`config.mk`:
```
export PLATFORM = sky130hd
export DESIGN_NAME = ser_ctl_regs
export DESIGN_NICKNAME = d
export VERILOG_FILES = /design/src/rtl/ser_ctl_pkg.sv /design/src/rtl/ser_addr_dec.sv /design/src/rtl/ser_flag_bank.sv /design/src/rtl/ser_cfg_regs.sv /design/src/rtl/ser_rd_port.sv /design/src/rtl/ser_ctl_regs.sv
export SDC_FILE = /design/constraint.sdc
export NUM_CORES = 1
export LEC_CHECK = 0
export CAP_MARGIN = 20
export CORE_MARGIN = 5
export CORE_UTILIZATION = 41
export CTS_CLUSTER_DIAMETER = 80
export DETAILED_ROUTE_END_ITERATION = 16
export PLACE_DENSITY = 0.78
export SLEW_MARGIN = 20
export SYNTH_ARGS = -nofsm -noshare
export SYNTH_HDL_FRONTEND = slang
export SYNTH_SLANG_ARGS = --single-unit
```
`constraint.sdc`:
```
create_clock -name clk -period 1.33 [get_ports clk]
set_input_delay 0.133 -clock clk [delete_from_list [all_inputs] [get_ports clk]]
set_output_delay 0.133 -clock clk [all_outputs]
set_load 0.02 [all_outputs]
```
`src/rtl/ser_ctl_pkg.sv`:
```
package ser_ctl_pkg;

    localparam int DATA_W = 8;
    localparam int NFLAGS = 4;

    // flag vector order (index): 3 frame error, 2 parity error, 1 rx ready, 0 tx done
    typedef struct packed {
        logic frame_err;
        logic par_err;
        logic rx_rdy;
        logic tx_done;
    } flags_t;

    typedef struct packed {
        logic uart;
        logic rx_en;
        logic slave;
    } mode_t;

    typedef struct packed {
        logic flow;
        logic b9_val;
        logic b9_en;
        logic par_en;
        logic two_stop;
        logic stop_lvl;
        logic start_lvl;
    } uctl_t;

    localparam mode_t MODE_RST = '0;
    localparam uctl_t UCTL_RST = 7'b000_0010;

    // which flags a status read or a buffer read clears
    localparam logic [NFLAGS-1:0] CLR_ON_STAT_RD = 4'b1100;
    localparam logic [NFLAGS-1:0] CLR_ON_DBUF_RD = 4'b0010;
    localparam int RX_FLAG_IDX = 1;

    typedef enum logic [1:0] {
        SEL_NONE = 2'd0,
        SEL_STAT = 2'd1,
        SEL_UCTL = 2'd2,
        SEL_DBUF = 2'd3
    } reg_sel_e;

    function automatic logic [DATA_W-1:0] stat_byte(mode_t m, flags_t f, logic busy);
        return {m, f, busy};
    endfunction

    function automatic logic [DATA_W-1:0] uctl_byte(uctl_t u);
        return {1'b0, u};
    endfunction

    function automatic logic busy_view(mode_t m, logic eng_busy, logic ssel);
        return (!m.uart && m.slave) ? ssel : eng_busy;
    endfunction

endpackage

```
`src/rtl/ser_addr_dec.sv`:
```
module ser_addr_dec
    import ser_ctl_pkg::*;
#(
    parameter int ADDR_W    = 2,
    parameter int STAT_ADDR = 0,
    parameter int UCTL_ADDR = 1,
    parameter int DBUF_ADDR = 2
) (
    input  logic [ADDR_W-1:0] addr,
    output reg_sel_e          sel
);
    always_comb begin
        if (addr == ADDR_W'(STAT_ADDR))      sel = SEL_STAT;
        else if (addr == ADDR_W'(UCTL_ADDR)) sel = SEL_UCTL;
        else if (addr == ADDR_W'(DBUF_ADDR)) sel = SEL_DBUF;
        else                                 sel = SEL_NONE;
    end
endmodule

```
`src/rtl/ser_flag_bank.sv`:
```
module ser_flag_bank
    import ser_ctl_pkg::*;
#(
    parameter int                N          = NFLAGS,
    parameter logic [N-1:0]      STAT_CLR   = CLR_ON_STAT_RD,
    parameter logic [N-1:0]      DBUF_CLR   = CLR_ON_DBUF_RD,
    parameter int                DISC_IDX   = RX_FLAG_IDX
) (
    input  logic         clk,
    input  logic         rst,
    input  logic [N-1:0] set_ev,
    input  logic         wr_stat,
    input  logic [N-1:0] wr_bits,
    input  logic         rd_stat,
    input  logic         rd_dbuf,
    output logic [N-1:0] flag_q,
    output logic         discard
);
    logic [N-1:0] clr;

    for (genvar i = 0; i < N; i++) begin : g_flag
        assign clr[i] = (wr_stat && !wr_bits[i])
                      || (rd_stat && STAT_CLR[i])
                      || (rd_dbuf && DBUF_CLR[i]);

        always_ff @(posedge clk) begin
            if (rst) flag_q[i] <= 1'b0;
            else     flag_q[i] <= set_ev[i] || (flag_q[i] && !clr[i]);
        end
    end

    always_ff @(posedge clk) begin
        if (rst) discard <= 1'b0;
        else     discard <= wr_stat && !wr_bits[DISC_IDX]
                            && flag_q[DISC_IDX] && !set_ev[DISC_IDX];
    end
endmodule

```
`src/rtl/ser_cfg_regs.sv`:
```
module ser_cfg_regs
    import ser_ctl_pkg::*;
#(
    parameter int W = DATA_W
) (
    input  logic         clk,
    input  logic         rst,
    input  logic         wr_stat,
    input  logic         wr_uctl,
    input  logic [W-1:0] wdata,
    output mode_t        mode_q,
    output uctl_t        uctl_q,
    output logic         flush_q
);
    localparam int MODE_LSB = W - $bits(mode_t);

    always_ff @(posedge clk) begin
        if (rst) begin
            mode_q  <= MODE_RST;
            uctl_q  <= UCTL_RST;
            flush_q <= 1'b0;
        end else begin
            if (wr_stat) mode_q <= mode_t'(wdata[W-1:MODE_LSB]);
            if (wr_uctl) uctl_q <= uctl_t'(wdata[$bits(uctl_t)-1:0]);
            flush_q <= wr_uctl && wdata[W-1];
        end
    end
endmodule

```
`src/rtl/ser_rd_port.sv`:
```
module ser_rd_port
    import ser_ctl_pkg::*;
#(
    parameter int W = DATA_W
) (
    input  logic         clk,
    input  logic         rst,
    input  logic         rd,
    input  reg_sel_e     sel,
    input  mode_t        mode_q,
    input  flags_t       flags,
    input  uctl_t        uctl_q,
    input  logic         eng_busy,
    input  logic         ssel,
    input  logic [W-1:0] rx_data,
    output logic [W-1:0] rdata
);
    logic [W-1:0] mux;

    always_comb begin
        unique case (sel)
            SEL_STAT: mux = stat_byte(mode_q, flags, busy_view(mode_q, eng_busy, ssel));
            SEL_UCTL: mux = uctl_byte(uctl_q);
            SEL_DBUF: mux = rx_data;
            default:  mux = '0;
        endcase
    end

    always_ff @(posedge clk) begin
        if (rst)     rdata <= '0;
        else if (rd) rdata <= mux;
    end
endmodule

```
`src/rtl/ser_ctl_regs.sv`:
```
module ser_ctl_regs
    import ser_ctl_pkg::*;
#(
    parameter int ADDR_W    = 2,
    parameter int STAT_ADDR = 0,
    parameter int UCTL_ADDR = 1,
    parameter int DBUF_ADDR = 2
) (
    input  logic              clk,
    input  logic              rst,
    input  logic [ADDR_W-1:0] bus_addr,
    input  logic              bus_wr,
    input  logic              bus_rd,
    input  logic [7:0]        bus_wdata,
    output logic [7:0]        bus_rdata,
    input  logic [7:0]        rx_data,
    input  logic              ev_frame_err,
    input  logic              ev_parity_err,
    input  logic              ev_rx_byte,
    input  logic              ev_tx_done,
    input  logic              engine_busy,
    input  logic              ssel_in,
    output logic              cfg_uart_mode,
    output logic              cfg_rx_en,
    output logic              cfg_spi_slave,
    output logic              cfg_flow_en,
    output logic              cfg_bit9_val,
    output logic              cfg_bit9_en,
    output logic              cfg_parity_en,
    output logic              cfg_two_stop,
    output logic              cfg_stop_lvl,
    output logic              cfg_start_lvl,
    output logic              flush_pulse,
    output logic              rx_discard
);
    reg_sel_e            sel;
    logic                wr_stat, wr_uctl, rd_stat, rd_dbuf;
    logic [NFLAGS-1:0]   flag_q;
    flags_t              flags;
    flags_t              set_ev;
    mode_t               mode_q;
    uctl_t               uctl_q;

    ser_addr_dec #(
        .ADDR_W(ADDR_W), .STAT_ADDR(STAT_ADDR),
        .UCTL_ADDR(UCTL_ADDR), .DBUF_ADDR(DBUF_ADDR)
    ) u_dec (
        .addr(bus_addr),
        .sel (sel)
    );

    assign wr_stat = bus_wr && (sel == SEL_STAT);
    assign wr_uctl = bus_wr && (sel == SEL_UCTL);
    assign rd_stat = bus_rd && (sel == SEL_STAT);
    assign rd_dbuf = bus_rd && (sel == SEL_DBUF);

    assign set_ev = '{frame_err: ev_frame_err, par_err: ev_parity_err,
                      rx_rdy: ev_rx_byte, tx_done: ev_tx_done};

    ser_flag_bank u_flags (
        .clk    (clk),
        .rst    (rst),
        .set_ev (set_ev),
        .wr_stat(wr_stat),
        .wr_bits(bus_wdata[NFLAGS:1]),
        .rd_stat(rd_stat),
        .rd_dbuf(rd_dbuf),
        .flag_q (flag_q),
        .discard(rx_discard)
    );

    assign flags = flags_t'(flag_q);

    ser_cfg_regs u_cfg (
        .clk    (clk),
        .rst    (rst),
        .wr_stat(wr_stat),
        .wr_uctl(wr_uctl),
        .wdata  (bus_wdata),
        .mode_q (mode_q),
        .uctl_q (uctl_q),
        .flush_q(flush_pulse)
    );

    ser_rd_port u_rd (
        .clk     (clk),
        .rst     (rst),
        .rd      (bus_rd),
        .sel     (sel),
        .mode_q  (mode_q),
        .flags   (flags),
        .uctl_q  (uctl_q),
        .eng_busy(engine_busy),
        .ssel    (ssel_in),
        .rx_data (rx_data),
        .rdata   (bus_rdata)
    );

    assign cfg_uart_mode = mode_q.uart;
    assign cfg_rx_en     = mode_q.rx_en;
    assign cfg_spi_slave = mode_q.slave;
    assign cfg_flow_en   = uctl_q.flow;
    assign cfg_bit9_val  = uctl_q.b9_val;
    assign cfg_bit9_en   = uctl_q.b9_en;
    assign cfg_parity_en = uctl_q.par_en;
    assign cfg_two_stop  = uctl_q.two_stop;
    assign cfg_stop_lvl  = uctl_q.stop_lvl;
    assign cfg_start_lvl = uctl_q.start_lvl;
endmodule

```
### Word level (Yosys, flattened, before mapping)

Cells that the tools add are included.

* register bits after elaboration: 24
* logic and storage cells: 61

* equality and inequality tests: 5
* multiplexer cells: 5
* reductions and logical operators: 34

Operators by type and width (count)
* $pmux W8 S3: 1
* $logic_and A1 B1 Y1: 16
* $logic_not A1 Y1: 10
* $logic_or A1 B1 Y1: 7
* $eq A2 B2 Y1 const B: 3
* $mux W2: 3
* $eq A2 B1 Y1 const B: 2
* $logic_not A2 Y1: 1
* $mux W1: 1

### Logic depth before layout (Yosys ltp)

* word-level depth: 11
* mapped depth: 6

### Hierarchy

Synthesis repeated with hierarchy kept, for this count alone.

* cell total of the unflattened synthesis: 114
* area, all modules: 1116.1 um^2

By module, submodules not included
* ser_rd_port: instances 1, cells each 50, area an instance 471.7 um^2
* ser_cfg_regs: instances 1, cells each 35, area an instance 385.4 um^2
* ser_flag_bank: instances 1, cells each 20, area an instance 186.4 um^2
* ser_addr_dec: instances 1, cells each 5, area an instance 38.8 um^2
* ser_ctl_regs: instances 1, cells each 4, area an instance 33.8 um^2

### Worst setup path after synthesis

Ideal clock, no wire load.

* kind: register to register
* from: reg, netlist name u_cfg.mode_q[0]
* to: reg u_rd.rdata[5]
* setup time: 0.132 ns
* arrival: 0.949 ns
* data required time: 1.198 ns
* slack: 0.250 ns
* stages on the path, launching flop included: 4
* buffers on the path: 0
* path through: dfxtp_1 -> mux2_2 -> a221oi_1 -> nor3_1

* word-level cells in the longest chain between the ends: 1

Ends and longest elaborated chain
* $pmux W8 S3: line ser_rd_port.sv:21 `unique case (sel)`
* end signal: assignment: line ser_rd_port.sv:31 `else if (rd) rdata <= mux;`
* end: declaration: line ser_rd_port.sv:16 `output logic [W-1:0] rdata`

Every way passes these cells.
A chain may end at the register's enable or synchronous reset.

### Worst setup path after layout

* from: in bus_addr[1]
* to: reg, netlist name u_cfg.mode_q[0]

* word-level cells in the longest chain between the ends: 6
* elaborated cells on any way between the ends: 8
* those cells by class: eq/ne (3); mux (3); reduce/logical (2)

Ends and longest elaborated chain
* start: declaration: line ser_ctl_regs.sv:11 `input logic [ADDR_W-1:0] bus_addr,`
* $eq A2 B2 Y1: line ser_addr_dec.sv:15 `else if (addr == ADDR_W'(DBUF_ADDR)) sel = SEL_DBUF;`
* $mux W2: line ser_addr_dec.sv:15
* $mux W2: line ser_addr_dec.sv:14 `else if (addr == ADDR_W'(UCTL_ADDR)) sel = SEL_UCTL;`
* $mux W2 *: line ser_addr_dec.sv:13 `if (addr == ADDR_W'(STAT_ADDR)) sel = SEL_STAT;`
* $eq A2 B1 Y1 *: line ser_ctl_regs.sv:52 `assign wr_stat = bus_wr && (sel == SEL_STAT);`
* $logic_and A1 B1 Y1 *: line ser_ctl_regs.sv:52

Every way passes the cells marked *; elsewhere a longest branch is shown, timed or not.

==> summary.txt <==
Worst r2r src: u_cfg.mode_q[0]
Antenna-violating nets left: 0
GP Congestion: 0.777
Outcome: finished, final reports clean
Placement Setup Slack: -0.366 ns
Setup Fix Bufs, Post-CTS: 0
Post-synth EDFFs: 0
Drt drc: 0
Synth Flop Type: dfxtp_1
Synth top area cells: dfxtp_1, mux2i_1, nor2_1
Worst Hold Class: in -> reg
Grt ovf: 0
RSZ-0062 raised after global routing: false
Row count: 18
CP endpoint kind: flop
Area grow syn2layout: 51.0%
Clock slew seen by the registers of the worst setup and hold paths: 0.13 ns
Core Region: 2520 um^2
Cells after Synth: 116
Drt pass-1 iters: 4
Io pins: 48
Skew-Pair Late Insertion Delay: 0.31 ns
GR met2 Demand/Resource: 0.293
Final WL: 2.95 mm
DRT iter0 DRCs: 33
Post-DP HPWL: 2.37 mm
Starting Density: 0.437
Register-to-Register Setup Slack: 0.26 ns
WP data arrival: 1.45 ns
Met3 usage: 0.0517
Total CTS buffers: 3
Final Setup Violations: 0
CTS Root Cell: clkbuf_4
Per-cell routed wire length: 14.5 um
H-tree Lvls: 1
Setup WS post-layout: 0.0968 ns
Final Cycle Share: 0.927
DR vias: 1,040
Port Buffer Count: 47
CTS sink count: 24
Inserted Diodes: 0
YS warnings: 0
Final Max Slew Viols: 0
Yosys top cell area share: 0.436
Drt via density: 5.12
Crit path launch: bus_addr[1]
Vias in the first global route: 1,209
Startpoint types: primary input
Met1 Usage GRT: 0.204
Largest net degree at the start of global routing: 14
Synth Area per Inst: 9.49 um^2
CP required: 1.54 ns
Number of cells on the worst reg-to-reg path: 3
Antenna violations before repair: 0
First-pass GRT wire length: 5.06 mm
Busiest grt layer: met2
Crit Path Max Fanout: 5
Peak VDD IR: 0.572 mV
Unique masters post-synth: 29
TritonCTS clock tree: built
Crit Path Category: in -> reg
Hold Slack: 0.360 ns
Relative slew slack: 0.784
Yosys reg bits: 24
All-Layer GR Usage: 0.173
Leak Pwr: 0.000794 uW
Syn Nets: 144
Clock Tree Buf Depth: 2
Min Tclk post-route: 1.23 ns
Fmax: 811 MHz
Crit path to: u_cfg.mode_q[0]
Worst-margin pin slew: 0.324 ns
Final #Nets: 202
Reg2reg end: u_rd.rdata[5]
FFs w/ async S/R, synth: 0
DIE HEIGHT: 61.8 um
Netlist Area Pre-Place: 1100 um^2
Final hold vios: 0
Overall die area: 3820 um^2
Post-synthesis sequential area ratio: 0.436
Cell taking the most area after synthesis: dfxtp_1
Share of layout cells above drive strength 1: 0.156
Power Density: 889 nW/um^2
Max-cap violation count: 0
Width of the die: 61.8 um
Skew final: 0.00404 ns
per-stage QoR:
step	instances	power (uW)	utilization	area (um^2)	setup TNS [ns]
5_1_grt	203	1550	0.659	1660	0
4_1_cts	203	1490	0.659	1660	0
3_3_place_gp	199	1130	0.655	1650	-4.56
3_5_place_dp	199	1130	0.655	1650	-5.44
2_1_floorplan	116	949	-	1100	0
6_report	203	1480	0.659	1660	0
layer usage:
layer  vias to the layer above  part of all wire
met5                         -                 0
met4                         0             0.012
met3                         4             0.070
met2                        34              0.48
met1                       481              0.43
li1                        521                 -
cell usage after synthesis, drive strengths merged, types with 3 or more instances:
cell and n:
dfxtp 24, nor2 20, mux2i 10, nor3 7, buf 6, mux2 6, nand2 6, inv 4
nand2b 4, a21oi 3, a221oi 3, a311oi 3, o21ai 3
layout make-up:
type | count | area [um^2]
clock buffer | 4 | 36.3
tap | 30 | 37.5
sequential | 24 | 480
multi-input combinational | 80 | 544
timing repair buffer | 61 | 549
inverter | 4 | 15.0
fill | 232 | 860
critical path: stages:
cell and delay [ns]:
clkdlybuf4s50_1 0.47, or3b_1 0.43, buf_4 0.18, mux2i_1 0.17, nor2_1 0.06
layout by cell type, fill, tap and decap left out, types with 2 or more instances in the layout:
cell type	n
nand2b_1	4
a221oi_1	3
clkdlybuf4s50_1	26
clkbuf_4	3
mux2i_1	10
o31a_1	2
a311oi_1	3
nor2_1	20
o21ai_0	2
inv_1	4
dfxtp_1	24
buf_4	14
nand2_1	6
mux2_2	6
and3b_1	2
nor3_1	7
a21oi_1	3
or3b_1	2
dlygate4sd2_1	21
report_power, final:
part,internal [uW],total [uW],switching [uW]
registers,755,776,21.0
logic,176,321,144
clock network,167,382,215
worst min path at each step:
stage | endpoint | start | slack (ns) | cells past startpoint
2_1_floorplan | u_flags.discard | bus_wdata[2] | 0.20 | 1
3_3_place_gp | u_rd.rdata[1] | u_rd.rdata[1] | 0.47 | 2
3_5_place_dp | u_rd.rdata[2] | u_rd.rdata[2] | 0.48 | 2
4_1_cts | u_flags.flag_q[0] | ev_tx_done | 0.36 | 3
5_1_grt | u_flags.flag_q[0] | ev_tx_done | 0.36 | 3
6_report | u_flags.flag_q[0] | ev_tx_done | 0.36 | 3
timing repair:
| action | 4_1_cts | 5_1_grt |
|---|---|---|
| gates resized for setup | 21 | 0 |
| endpoints found under the setup margin | 23 | 0 |
| hold buffers | 0 | 0 |
registers in the layout, summed over array words and instances (netlist names):
register and count:
u_cfg.uctl_q 7, u_flags.flag_q 4, u_cfg.mode_q 3, u_flags.discard 1
u_cfg.flush_q 1, u_rd.rdata 8
kinds of logic (layout without fill, tap and decap cells):
logic type / after synthesis / after routing / synth area share
simple gates: 46 / 46 / 0.220
buf+inv: 12 / 69 / 0.0693
mux: 16 / 16 / 0.152
flops: 24 / 24 / 0.436
compound gates: 18 / 18 / 0.122
No activity file was read; power rests on OpenSTA's default activity.
